==> config.mk <==
export PLATFORM = sky130hd
export DESIGN_NAME = tdm_slot_mask
export DESIGN_NICKNAME = d
export VERILOG_FILES = /design/src/rtl/tsm_pkg.sv /design/src/rtl/tsm_rst_sync.sv /design/src/rtl/tsm_mask_regs.sv /design/src/rtl/tsm_hold_path.sv /design/src/rtl/tsm_slot_ctrl.sv /design/src/rtl/tdm_slot_mask.sv
export SDC_FILE = /design/constraint.sdc
export NUM_CORES = 1
export LEC_CHECK = 0
export BUFFER_PORTS_ARGS = -buffer_cell sky130_fd_sc_hd__buf_2
export CORE_ASPECT_RATIO = 1.2
export CORE_UTILIZATION = 35
export CTS_BUF_LIST = sky130_fd_sc_hd__clkbuf_2
export DETAILED_ROUTE_END_ITERATION = 16
export HOLD_SLACK_MARGIN = 0.08
export SETUP_SLACK_MARGIN = 0.02
export SYNTH_ARGS = -nofsm -noshare
export SYNTH_HDL_FRONTEND = slang
export SYNTH_SLANG_ARGS = --single-unit
export TNS_END_PERCENT = 100
==> constraint.sdc <==
create_clock -name clk -period 5.6 [get_ports clk]
set_clock_uncertainty 0.15 [all_clocks]
set_input_delay 1.12 -clock clk [delete_from_list [all_inputs] [get_ports clk]]
set_output_delay 1.12 -clock clk [all_outputs]
set_load 0.005 [all_outputs]
==> src/rtl/tsm_pkg.sv <==
package tsm_pkg;
  localparam int HALF_W = 16;

  typedef enum logic [1:0] {
    A_MASK_LO = 2'd0,
    A_MASK_HI = 2'd1,
    A_HOLD    = 2'd2,
    A_SKIP    = 2'd3
  } tsm_addr_e;
endpackage

==> src/rtl/tsm_rst_sync.sv <==
module tsm_rst_sync #(
  parameter int STAGES = 2
) (
  input  logic clk,
  input  logic rst_n,
  output logic rst_sync_n
);
  logic [STAGES-1:0] chain_q;

  always_ff @(posedge clk or negedge rst_n) begin
    if (!rst_n) chain_q <= '0;
    else        chain_q <= {chain_q[STAGES-2:0], 1'b1};
  end

  assign rst_sync_n = chain_q[STAGES-1];
endmodule

==> src/rtl/tsm_mask_regs.sv <==
module tsm_mask_regs
  import tsm_pkg::*;
#(
  parameter int DATA_W = 24
) (
  input  logic                  clk,
  input  logic                  rst_n,
  input  logic                  wen,
  input  logic [1:0]            addr,
  input  logic [DATA_W-1:0]     wdata,
  input  logic                  frame_start,
  output logic [DATA_W-1:0]     rdata,
  output logic [2*HALF_W-1:0]   act_mask,
  output logic [2*HALF_W-1:0]   eff_mask
);
  localparam int MASK_W = 2 * HALF_W;

  tsm_addr_e         sel;
  logic [HALF_W-1:0] lo_q, lo_d, hi_q, hi_d;
  logic [MASK_W-1:0] act_q, act_d;

  assign sel = tsm_addr_e'(addr);

  always_comb begin
    lo_d  = lo_q;
    hi_d  = hi_q;
    act_d = act_q;
    if (wen && sel == A_MASK_LO) lo_d = wdata[HALF_W-1:0];
    if (wen && sel == A_MASK_HI) hi_d = wdata[HALF_W-1:0];
    if (frame_start)             act_d = {hi_q, lo_q};
  end

  always_ff @(posedge clk or negedge rst_n) begin
    if (!rst_n) begin
      lo_q  <= '1;
      hi_q  <= '1;
      act_q <= '1;
    end else begin
      lo_q  <= lo_d;
      hi_q  <= hi_d;
      act_q <= act_d;
    end
  end

  always_comb begin
    rdata = '0;
    case (sel)
      A_MASK_LO: rdata[HALF_W-1:0] = lo_q;
      A_MASK_HI: rdata[HALF_W-1:0] = hi_q;
      default:   rdata = '0;
    endcase
  end

  assign act_mask = act_q;
  assign eff_mask = frame_start ? {hi_q, lo_q} : act_q;
endmodule

==> src/rtl/tsm_hold_path.sv <==
module tsm_hold_path #(
  parameter int DATA_W = 24
) (
  input  logic              clk,
  input  logic              rst_n,
  input  logic              hold_we,
  input  logic [DATA_W-1:0] wdata,
  input  logic              slot_go,
  input  logic              consume,
  output logic              fresh,
  output logic              shift_load,
  output logic [DATA_W-1:0] shift_data
);
  logic [DATA_W-1:0] hold_q, hold_d, sdata_q, sdata_d;
  logic              fresh_q, fresh_d, load_q, load_d;

  always_comb begin
    hold_d  = hold_q;
    sdata_d = sdata_q;
    fresh_d = fresh_q;
    load_d  = slot_go;
    if (slot_go) sdata_d = hold_q;
    if (hold_we) begin
      hold_d  = wdata;
      fresh_d = 1'b1;
    end else if (consume) begin
      fresh_d = 1'b0;
    end
  end

  always_ff @(posedge clk or negedge rst_n) begin
    if (!rst_n) begin
      hold_q  <= '0;
      sdata_q <= '0;
      fresh_q <= 1'b0;
      load_q  <= 1'b0;
    end else begin
      hold_q  <= hold_d;
      sdata_q <= sdata_d;
      fresh_q <= fresh_d;
      load_q  <= load_d;
    end
  end

  assign fresh      = fresh_q;
  assign shift_load = load_q;
  assign shift_data = sdata_q;
endmodule

==> src/rtl/tsm_slot_ctrl.sv <==
module tsm_slot_ctrl #(
  parameter int NUM_SLOTS = 32,
  parameter int SLOT_W    = 5
) (
  input  logic                 clk,
  input  logic                 rst_n,
  input  logic                 slot_start,
  input  logic [SLOT_W-1:0]    slot_idx,
  input  logic [SLOT_W:0]      slots_cfg,
  input  logic [NUM_SLOTS-1:0] eff_mask,
  input  logic                 skip_we,
  input  logic                 hold_we,
  input  logic                 fresh,
  output logic                 slot_go,
  output logic                 consume,
  output logic                 skip_pend,
  output logic                 drive,
  output logic                 tx_empty,
  output logic                 tx_underrun
);
  logic slot_en;
  logic skip_q, skip_d, drive_q, drive_d;
  logic empty_q, empty_d, under_q, under_d;

  assign slot_go = slot_start && ({1'b0, slot_idx} < slots_cfg);
  assign slot_en = eff_mask[slot_idx];
  assign consume = slot_go && slot_en && !skip_q;

  always_comb begin
    skip_d  = skip_q;
    drive_d = drive_q;
    empty_d = empty_q;
    under_d = under_q;
    if (slot_go) begin
      skip_d  = 1'b0;
      drive_d = slot_en && !skip_q;
    end
    if (skip_we) skip_d = 1'b1;
    if (slot_go && slot_en) empty_d = 1'b1;
    else if (hold_we)       empty_d = 1'b0;
    if (consume)            under_d = !fresh;
    else if (hold_we)       under_d = 1'b0;
  end

  always_ff @(posedge clk or negedge rst_n) begin
    if (!rst_n) begin
      skip_q  <= 1'b0;
      drive_q <= 1'b0;
      empty_q <= 1'b0;
      under_q <= 1'b0;
    end else begin
      skip_q  <= skip_d;
      drive_q <= drive_d;
      empty_q <= empty_d;
      under_q <= under_d;
    end
  end

  assign skip_pend   = skip_q;
  assign drive       = drive_q;
  assign tx_empty    = empty_q;
  assign tx_underrun = under_q;
endmodule

==> src/rtl/tdm_slot_mask.sv <==
module tdm_slot_mask
  import tsm_pkg::*;
#(
  parameter int DATA_W   = 24,
  parameter int NUM_PINS = 4,
  parameter int SLOT_W   = 5
) (
  input  logic                clk,
  input  logic                rst_n,
  input  logic                reg_wen,
  input  logic [1:0]          reg_addr,
  input  logic [DATA_W-1:0]   reg_wdata,
  output logic [DATA_W-1:0]   reg_rdata,
  input  logic                frame_start,
  input  logic                slot_start,
  input  logic [SLOT_W-1:0]   slot_idx,
  input  logic [SLOT_W:0]     slots_cfg,
  input  logic [NUM_PINS-1:0] pin_en,
  output logic                shift_load,
  output logic [DATA_W-1:0]   shift_data,
  output logic [NUM_PINS-1:0] pin_oe,
  output logic                tx_empty,
  output logic                tx_underrun
);
  localparam int NUM_SLOTS = 2 * HALF_W;

  logic                 rst_sync_n;
  logic [NUM_SLOTS-1:0] act_mask, eff_mask;
  logic                 hold_we, skip_we, fresh, slot_go, consume, skip_pend, drive;

  assign hold_we = reg_wen && (tsm_addr_e'(reg_addr) == A_HOLD);
  assign skip_we = reg_wen && (tsm_addr_e'(reg_addr) == A_SKIP);

  tsm_rst_sync #(.STAGES(2)) u_rst (
    .clk(clk), .rst_n(rst_n), .rst_sync_n(rst_sync_n)
  );

  tsm_mask_regs #(.DATA_W(DATA_W)) u_regs (
    .clk(clk), .rst_n(rst_sync_n), .wen(reg_wen), .addr(reg_addr),
    .wdata(reg_wdata), .frame_start(frame_start), .rdata(reg_rdata),
    .act_mask(act_mask), .eff_mask(eff_mask)
  );

  tsm_slot_ctrl #(.NUM_SLOTS(NUM_SLOTS), .SLOT_W(SLOT_W)) u_ctrl (
    .clk(clk), .rst_n(rst_sync_n), .slot_start(slot_start), .slot_idx(slot_idx),
    .slots_cfg(slots_cfg), .eff_mask(eff_mask), .skip_we(skip_we),
    .hold_we(hold_we), .fresh(fresh), .slot_go(slot_go), .consume(consume),
    .skip_pend(skip_pend), .drive(drive), .tx_empty(tx_empty),
    .tx_underrun(tx_underrun)
  );

  tsm_hold_path #(.DATA_W(DATA_W)) u_hold (
    .clk(clk), .rst_n(rst_sync_n), .hold_we(hold_we), .wdata(reg_wdata),
    .slot_go(slot_go), .consume(consume), .fresh(fresh),
    .shift_load(shift_load), .shift_data(shift_data)
  );

  for (genvar p = 0; p < NUM_PINS; p++) begin : g_pin
    assign pin_oe[p] = pin_en[p] & drive;
  end
endmodule

Word level (Yosys, flattened, before mapping):

Index checks and enable logic that the tools add are counted.

* register bits after elaboration: 120
* latch bits: 0
* bits in writable memories: 0
* ROM bits: 0
* bits of input ports: 46
* output and inout port bits: 55
* word-level logic and storage cells: 46
* memories kept: 0

* $add $sub $neg: 0
* multiply operators: 0
* divide/modulo/power cells: 0
* $lt $le $gt $ge: 2
* equal/unequal tests: 3
* shift-type cells: 0
* muxes and demuxes: 11
* bitwise logic cells: 4
* reductions and logical operators: 14

Operator list (count)
* 2-to-1 mux 32 bit: 1
* one-hot mux 16 bit (2 select lines): 1
* logical AND 1 bit: 8
* 2-to-1 mux 1 bit: 8
* less-than comparator 5 x 6 -> 1 bit: 1
* less-than comparator 5 x 6 -> 1 bit (second input constant): 1
* nonzero test 2 bit: 3
* binary-select mux 1 bit (select 5 bit): 1
* bitwise AND 1 bit: 4
* == test 2 bit (second input constant): 2
* == test 2 x 1 -> 1 bit (second input constant): 1
* logical NOT 1 bit: 2
* logical NOT 2 bit: 1

Longest topological paths before layout:

Gate-level depths: netlist of run 1.

* depth after elaboration: 7
* depth in mapped cells: 8
* depth with buffers taken out: 7

By module:

From an unflattened synthesis of run 1, not the netlist that was laid out.

* cell total of the unflattened synthesis: 361
* area total of the unflattened synthesis: 5594.1 um^2

By module, submodules not included
* tsm_mask_regs: times used 1, cells an instance 181, area an instance 2837.7 um^2, seq. area each 1681.6 um^2
* tsm_hold_path: times used 1, cells an instance 106, area an instance 2052.0 um^2, seq. area each 1251.2 um^2
* tsm_slot_ctrl: times used 1, cells an instance 65, area an instance 609.3 um^2, seq. area each 100.1 um^2
* tsm_rst_sync: times used 1, cells an instance 3, area an instance 53.8 um^2, seq. area each 50.0 um^2
* tdm_slot_mask: times used 1, cells an instance 6, area an instance 41.3 um^2, seq. area each 0.0 um^2

Least setup slack after synthesis of run 1:

OpenSTA, ideal clock, no wires.

* kind: input to output
* start: in reg_addr[0]
* end: out reg_rdata[0]
* arrival time: 2.085 ns
* required time: 4.330 ns
* slack: 2.245 ns
* cell stages on the path: 4
* path buffers: 2
* cell sequence: buf_2 -> buf_1 -> mux2i_1 -> nor2_1

* longest elaborated chain between the ends: 2
* elaborated cells between the ends (all ways): 3
* those cells by class: eq/ne: 1; mux: 1; reduce/logical: 1

Ends and longest elaborated chain
* start: declaration: RTL line tdm_slot_mask.sv:11 `input logic [1:0] reg_addr,`
* == test 2 x 1 -> 1 bit or logical NOT 2 bit (tied branches): RTL line tsm_mask_regs.sv:47 `case (sel)`
* one-hot mux 16 bit (2 select lines) *: RTL line tsm_mask_regs.sv:47
* end: declaration: RTL line tdm_slot_mask.sv:13 `output logic [DATA_W-1:0] reg_rdata,`

Every way passes the cells marked *; elsewhere a longest branch is shown, timed or not.

Worst setup path in the final report of run 1:

* start: in reg_addr[0]
* end: out reg_rdata[11]

Same word-level chain as after synthesis.

==> flow_summary.toml, run 1 <==
[synthesis]
synthArstFlopShare = 1.00
yosysSeqAreaShare = 0.565
ys_types = 41
synth_edf_count = 0
synth_seq_cells = 120
syn_inst = 373
synth_warnings = 0
synth_area_sq_um = 5460
avgSynthCellArea_sq_um = 14.6
synth_flop_cell = "dfstp_2"

[timing]
finalHoldViolations = 0
worstMarginPinSlew_ns = 1.07
slew_headroom = 0.282
drv_slew = 0
post-route-min-period_ns = 3.41
clock.fmax_mhz = 293
grt_setup_unrepaired = "no"
timing.setup.tns_ns = 0
hold_ws_ns = 0.236
fin_crit_sh = 0.609
setup_viol = 0

[critical_path]
setup.worst_path.class = "input pin to output pin"
cp-end-kind = "output pin"
worstPathMaxFanout = 20
cp_data_arrival_time_ns = 2.14
cp.required_ns = 4.33
cp-start-kind = "input pin"

[job]
drv_cap = 0

[power_and_ir_drop]
p_leak_nw = 2.81
powerDensity_nw_per_um2 = 365
vdd_drop_max_v = 0.000206

[floorplan]
die_x_um = 116
core_area_sq_um = 15100
die_h_um = 139
ios = 101
row_count = 49
start_util = 0.362
dieArea_sq_um = 16100

[place]
dpl_cell_area_sq_um = 6070
io_buffers = 92
gp_congestion = 0.785
dp_hpwl_um = 7890

[global_routing]
grt_pass1_wl_um = 18900
grt_max_degree = 64
antenna_found_initial = 1
grt_pass1_vias = 3650
track_usage = 0.156
gr-total-overflow = 0

[detailed_routing]
vias = 3299
wire_per_inst_um = 16.9
first_iter_violations = 99
detail-route-antenna-nets = 0
drc = 0
routed_wl_um = 11600
drtPass1Iterations = 4
vias_per_cell = 4.82

[clocking]
clk_pin_slew_ns = 0.18
cts_buffer_depth = 2
worstSkewPairLatency_ns = 0.65
cts_tree = "built"
cts.sinks = 120
cts_root_buffer = "clkbuf_2"
numCtsBuffers = 17
htree_levels = 4
post_cts_resized = 0

[finish]
drive_above_1_share = 0.660
post-route-util = 0.420
area_growth_pct = 16.2
fill_cells = 1479
regArea_sq_um = 3090
multi_input_area_sq_um = 2220
nets = 517
final_area_sq_um = 6340

[outcome]
status = "complete, no violations"

[worst_hold_path]
hp-class = "flip-flop to flip-flop"
==> logic make-up (layout without fill, tap and decap cells) <==
| kind of cell | count (synthesis) | after routing | share of synthesized area |
|---|---|---|---|
| other cells | 2 | 10 | 0.00138 |
| simple gates | 41 | 41 | 0.0392 |
| fa+ha+maj | 4 | 4 | 0.00917 |
| compound gates | 24 | 24 | 0.0319 |
| flops | 120 | 120 | 0.565 |
| mux | 147 | 147 | 0.317 |
| buf+inv | 35 | 135 | 0.0365 |
==> worst max-delay path: stages <==
cell	delay (ns)
buf_2	0.52
mux2i_1	0.26
nor2_1	0.07
buf_2	0.16
==> cells in the mapped netlist, types with 2 or more instances <==
master | instances | area, sq um
dfrtp_1 | 56 | 1400
nand3b_1 | 2 | 15.0
mux2i_1 | 19 | 190
a22o_1 | 3 | 26.3
a21oi_1 | 5 | 25.0
mux2_4 | 2 | 30.0
conb_1 | 2 | 7.51
nor2b_1 | 4 | 25.0
buf_6 | 3 | 33.8
o21ai_0 | 4 | 20.0
nor2_1 | 16 | 60.1
a22oi_1 | 2 | 15.0
mux4_1 | 3 | 78.8
buf_1 | 5 | 18.8
clkbuf_1 | 6 | 22.5
and2_1 | 5 | 31.3
mux4_2 | 4 | 90.1
inv_1 | 8 | 30.0
buf_2 | 4 | 20.0
nand2_1 | 5 | 18.8
buf_4 | 8 | 60.1
nand3_1 | 2 | 10.0
a222oi_1 | 2 | 20.0
mux2_2 | 119 | 1340
ha_1 | 4 | 50.1
nor3b_1 | 2 | 15.0
dfstp_2 | 64 | 1680
==> layout make-up <==
cell class              count  area share
diodes                      1    0.000395
clock buffers              21      0.0166
clock inverters            11      0.0245
inverters                   8     0.00474
multi-input cells         225       0.350
flip-flops and latches    120       0.487
well taps                 204      0.0403
repair buffers             95      0.0766
==> cell usage in the layout (no fill, tap or decap), drive strengths merged, types with 5 or more instances in the layout <==
master,n
a21oi,5
and2,5
buf,94
clkbuf,21
clkinv,6
conb,9
dfrtp,56
dfstp,64
inv,8
mux2,121
mux2i,19
mux4,7
nand2,5
nor2,16
o21ai,5
==> sequential cells by signal, indices dropped and copies added, names as in the netlist <==
| signal | cells |
|---|---|
| u_regs.act_mask | 32 |
| u_hold.hold_q | 24 |
| u_hold.shift_data | 24 |
| u_regs.hi_q | 16 |
| u_regs.lo_q | 16 |
| u_rst.chain_q | 2 |
| u_ctrl.drive | 1 |
| u_ctrl.skip_pend | 1 |
| u_ctrl.tx_empty | 1 |
| u_ctrl.tx_underrun | 1 |
| u_hold.fresh | 1 |
| u_hold.shift_load | 1 |
==> metal layers <==
layer	GRT usage	wire length [um]
met1	0.185	4820
met2	0.263	6030
met3	0.0490	545
met4	0.0587	174
met5	0	0
==> metrics by stage <==
| step | setup slack [ns] | cells | power (mW) |
|---|---|---|---|
| after floorplan | 1.97 | 380 | 1.55 |
| after global placement | 1.74 | 651 | 1.71 |
| after detailed placement | 1.63 | 651 | 1.74 |
| after CTS | 2.18 | 684 | 2.35 |
| after global routing | 2.11 | 685 | 2.45 |
| final | 2.19 | 685 | 2.31 |
==> what timing repair did <==
item | CTS | global route
hold endpoints to repair | 2 | 0
hold buffers | 1 | 0
buffers inserted | 0 | 0
==> report_power, final <==
part           total [mW]  leakage [nW]  switching [mW]  internal, mW
sequential           1.25          1.34           0.120          1.13
clock               0.604         0.163           0.309         0.295
combinational       0.460          1.31           0.183         0.277
total                2.31          2.81           0.611          1.70
==> worst paths after layout <==
kind	from	end	slack, ns	depth (start not counted)
setup / recovery	reg_addr[0]	reg_rdata[11]	2.19	4
hold / removal	u_rst.chain_q[0]$_DFF_PN0_	u_rst.chain_q[1]$_DFF_PN0_	0.24	0
setup reg to reg	u_regs.hi_q[3]$_DFFE_PN1P_	u_ctrl.tx_underrun$_DFFE_PN0P_	3.37	6
hold reg to reg	u_rst.chain_q[0]$_DFF_PN0_	u_rst.chain_q[1]$_DFF_PN0_	0.24	0
max in group asynchronous	u_rst.chain_q[1]$_DFF_PN0_	u_hold.hold_q[7]$_DFFE_PN0P_	3.82	1
min in group asynchronous	u_rst.chain_q[1]$_DFF_PN0_	u_hold.shift_data[5]$_DFFE_PN0P_	0.28	0
(Power assumes the default switching activity.)
==> inputs of run 2 (changes only) <==
ABC_AREA = 1   (was not set)
clock period = 3.15 ns   (was 5.6 ns; I/O delays follow)
==> flow_summary.toml, run 2 <==
[detailed_routing]
detail-route-antenna-nets = 0
vias = 4345
routed_wl_um = 13000
drtPass1Iterations = 5
wl_met1_um = 5840
met3_length_um = 436
wire_per_inst_um = 13.9
maxUsedRoutingLayer = "met4"
vias_per_cell = 4.65
first_iter_violations = 245
drc = 0
met2_length_um = 6340

[clocking]
cts_root_buffer = "clkbuf_2"
cts_tree = "built"
post_cts_resized = 0
clk_pin_slew_ns = 0.17
htree_levels = 4
numCtsBuffers = 17
cts_setup_buffers = 0
cts_buffer_depth = 2
cts.sinks = 120
worstSkewPairLatency_ns = 0.65

[global_routing]
grt_max_degree = 62
antenna_found_initial = 1
track_usage = 0.174
gr-total-overflow = 0
grt_pass1_wl_um = 21000
grt_pass1_vias = 4239

[finish]
final_cell_mix = "nand2_1 (243), buf_2 (92), nand3_1 (64), dfstp_2 (64), dfrtp_1 (55)"
fill_cells = 1516
final_common_cell = "nand2_1"
fin_cells = 935
area_growth_pct = 20.9
largest_reg_flops = 32
final_area_sq_um = 6480
drive_above_1_share = 0.295
nets = 767

[synthesis]
yosys-top-cells-count = "nand2_1 (243), dfstp_2 (64), nand3_1 (64)"
yosys.area.top_type_share = 0.314
synth_most_common_cell = "nand2_1"
syn_inst = 600
ys_types = 27
synthArstFlopShare = 1.00
avgSynthCellArea_sq_um = 8.93
synth_area_leaders = "dfstp_2 (31%), dfrtp_1 (26%), nand2_1 (17%), nand3_1 (6.0%), o21ai_0 (4.8%)"
synth_seq_cells = 120
yosysSeqAreaShare = 0.575
synth_flop_cell = "dfstp_2"
synth_warnings = 0
synth_edf_count = 0
synth_top_cell_by_area = "dfstp_2"
synth_area_sq_um = 5360

[worst_hold_path]
hp-class = "input pin to flip-flop"

[timing]
drv_slew = 0
finalHoldViolations = 0
timing.setup.tns_ns = 0
hold_ws_ns = 0.156
grt_setup_unrepaired = "no"
worstMarginPinSlew_ns = 0.785
post-route-min-period_ns = 2.77
clock.fmax_mhz = 361
slew_headroom = 0.476
fin_crit_sh = 0.878
setup_viol = 0

[power_and_ir_drop]
vdd_drop_max_v = 0.000286
p_leak_nw = 3.39
powerDensity_nw_per_um2 = 602

[critical_path]
setup.worst_path.class = "input pin to output pin"
cp.required_ns = 2.37
worstPathMaxFanout = 17
cp_data_arrival_time_ns = 1.99
cp-start-kind = "input pin"
cp-end-kind = "output pin"

[floorplan]
start_util = 0.358
die_x_um = 115
die_h_um = 138
dieArea_sq_um = 15800
core_area_sq_um = 15000
row_count = 49
ios = 101

[place]
gp_congestion = 0.845
dpl_cell_area_sq_um = 5910
io_buffers = 92
dp_hpwl_um = 9040
dp_cells = 875

[outcome]
status = "complete, no violations"

[job]
drv_cap = 0
==> run 2: power by group <==
part | internal [mW] | switching (mW)
clock | 0.596 | 0.580
sequential | 1.90 | 0.178
combinational | 0.283 | 0.365
total | 2.78 | 1.12
==> run 2: what timing repair did <==
| item | in CTS | in global routing |
|---|---|---|
| setup endpoints to repair | 0 | 0 |
| hold endpoints to repair | 48 | 0 |
| hold buffers | 27 | 0 |
==> run 2: critical path, stage by stage <==
cell and delay [ns]:
dlygate4sd3_1 0.52, buf_2 0.12, inv_1 0.06, nor2_2 0.08, buf_4 0.23, a22o_1 0.21, buf_2 0.13
==> run 2: per-layer routing <==
layer,up-vias,GRT usage
li1,2139,-
met1,2081,0.224
met2,100,0.278
met3,25,0.0365
met4,0,0.0859
met5,-,0
==> run 2: area by class of cell <==
type | instances | area [sq um] | area share
multi-input combinational | 412 | 1870 | 0.289
timing repair buffer | 127 | 803 | 0.124
inverter | 39 | 159 | 0.0245
tap | 204 | 255 | 0.0394
antenna | 1 | 2.50 | 0.000386
clock inverter | 14 | 206 | 0.0319
sequential | 120 | 3090 | 0.477
clock buffer | 18 | 90.1 | 0.0139
==> run 2: worst paths after layout <==
path                       slack, ns                        from  cells after the start                           endpoint
max                             0.38                 reg_addr[0]                      7                      reg_rdata[14]
min                             0.16                     reg_wen                      3       u_ctrl.skip_pend$_DFFE_PN0P_
max reg2reg                     1.43  u_regs.lo_q[5]$_DFFE_PN1P_                      9           u_hold.fresh$_DFFE_PN0P_
min reg2reg                     0.23  u_rst.chain_q[0]$_DFF_PN0_                      0         u_rst.chain_q[1]$_DFF_PN0_
max in group asynchronous       1.72  u_rst.chain_q[1]$_DFF_PN0_                      1       u_regs.act_mask[1]$_DFF_PN1_
min in group asynchronous       0.27  u_rst.chain_q[1]$_DFF_PN0_                      0  u_hold.shift_data[11]$_DFFE_PN0P_
==> run 2: per-stage QoR <==
stage / power, mW / worst slack [ns] / util
after floorplan: 2.47 / 1.03 / -
after global placement: 2.70 / 0.767 / 0.395
after detailed placement: 2.73 / 0.659 / 0.395
after CTS: 3.95 / 0.390 / 0.433
after global routing: 4.14 / 0.314 / 0.433
final: 3.90 / 0.384 / 0.433
==> run 2: logic make-up after synthesis <==
logic type                 share of synthesized area
AOI/OAI and AO/OA                             0.0780
buffers and inverters                         0.0798
DFF                                            0.575
and+or+nand+nor                                0.256
other                                        0.00140
adders and majority gates                    0.00934
==> inputs of run 3 (changes only) <==
PLACE_DENSITY = 0.63   (was not set)
==> flow_summary.toml, run 3 (same netlist as run 2, synthesis figures left out) <==
[timing]
fin_crit_sh = 0.875
grt_setup_unrepaired = "no"
clock.fmax_mhz = 363
hold_ws_ns = 0.200
setup_ws_ns = 0.395
setup_viol = 0
finalHoldViolations = 0
worstMarginPinSlew_ns = 0.670
drv_slew = 0
post-route-min-period_ns = 2.75
timing.setup.tns_ns = 0
slew_headroom = 0.553

[global_routing]
gr-total-overflow = 0
antenna_found_initial = 1
grt_pass1_wl_um = 20900
track_usage = 0.176
grt_max_degree = 69
grt_pass1_vias = 4116

[critical_path]
crit_buf_inv = 4
crit_chain = "dlygate4sd3_1 > buf_2 > nor2_2 > buf_4 > a22o_1 > buf_2"
crit_top_cell = "buf_2"
slowest_delay_ns = 0.53
worstPathMaxFanout = 17
cp.required_ns = 2.37
setup.worst_path.class = "input pin to output pin"
worst_path_max_delay_cell = "dlygate4sd3_1"
cp_data_arrival_time_ns = 1.97
crit_family = "buffers and inverters"
cp-end-kind = "output pin"
cp-start-kind = "input pin"

[floorplan]
row_count = 49
die_h_um = 138
start_util = 0.358
ios = 101
die_x_um = 115
core_area_sq_um = 15000
dieArea_sq_um = 15800

[power_and_ir_drop]
p_leak_nw = 3.39
powerDensity_nw_per_um2 = 588
vdd_drop_max_v = 0.000295

[detailed_routing]
detail-route-antenna-nets = 0
routed_wl_um = 12700
vias = 4291
wire_per_inst_um = 13.5
drtPass1Iterations = 5
drc = 0
first_iter_violations = 258
vias_per_cell = 4.58

[clocking]
cts_setup_buffers = 0
worstSkewPairLatency_ns = 0.68
cts.sinks = 120
cts_tree = "built"
clk_pin_slew_ns = 0.18
htree_levels = 4
cts_root_buffer = "clkbuf_2"
post_cts_resized = 0
numCtsBuffers = 17
ctsHoldBuffers = 29
cts_buffer_depth = 2

[job]
drv_cap = 0

[finish]
final_common_cell = "nand2_1"
drive_above_1_share = 0.296
area_growth_pct = 20.8
largest_reg_flops = 32
fin_cells = 937
nets = 769
final_cell_mix = "nand2_1 (243), buf_2 (92), nand3_1 (64), dfstp_2 (64), dfrtp_1 (55)"

[place]
preCtsSetupSlack_ns = 0.710
gp_congestion = 0.771
io_buffers = 92
dp_hpwl_um = 8900
dp_cells = 875

[outcome]
status = "complete, no violations"

[worst_hold_path]
hp-class = "input pin to flip-flop"
run 3: layout make-up:
class | instances | area (sq um)
Antenna cell | 1 | 2.50
Tap cell | 204 | 255
Fill cell | 1541 | 8490
Clock buffer | 18 | 90.1
Timing Repair Buffer | 129 | 823
Sequential cell | 120 | 3090
Clock inverter | 14 | 181
Multi-Input combinational cell | 412 | 1870
Inverter | 39 | 159
run 3: path summary, 6_finish.rpt:
check | depth (start not counted) | slack (ns) | from | end
worst min-delay path | 3 | 0.20 | frame_start | u_regs.act_mask[23]$_DFF_PN1_
worst max-delay path | 6 | 0.40 | reg_addr[0] | reg_rdata[1]
min in group asynchronous | 0 | 0.21 | u_rst.chain_q[1]$_DFF_PN0_ | u_hold.hold_q[13]$_DFFE_PN0P_
worst min register to register | 0 | 0.21 | u_rst.chain_q[1]$_DFF_PN0_ | u_hold.hold_q[13]$_DFFE_PN0P_
max in group asynchronous | 1 | 1.80 | u_rst.chain_q[1]$_DFF_PN0_ | u_regs.act_mask[8]$_DFF_PN1_
worst max register to register | 9 | 1.44 | u_regs.lo_q[5]$_DFFE_PN1P_ | u_hold.fresh$_DFFE_PN0P_
run 3: stage by stage:
step | util | power, mW | cell area (sq um)
after floorplan | - | 2.47 | 5390
after global placement | 0.395 | 2.71 | 5910
after detailed placement | 0.395 | 2.73 | 5910
after CTS | 0.433 | 3.87 | 6470
after global routing | 0.433 | 4.06 | 6470
final | 0.433 | 3.80 | 6470
run 3: power breakdown:
part | leakage (nW) | switching (mW) | internal [mW]
combinational | 1.86 | 0.364 | 0.284
clock | 0.161 | 0.572 | 0.517
sequential | 1.37 | 0.170 | 1.90
run 3: per-layer routing:
metal,GRT usage,up-vias,share of wire
met4,0.0714,0,0.016
met3,0.0493,13,0.045
met1,0.227,2026,0.46
li1,-,2143,-
met2,0.277,109,0.48
met5,0,-,0
run 3: tightest hold or removal path, cell delays in order:
cell	delay [ns]
buf_2	0.23
nand2_1	0.13
nand2_1	0.05
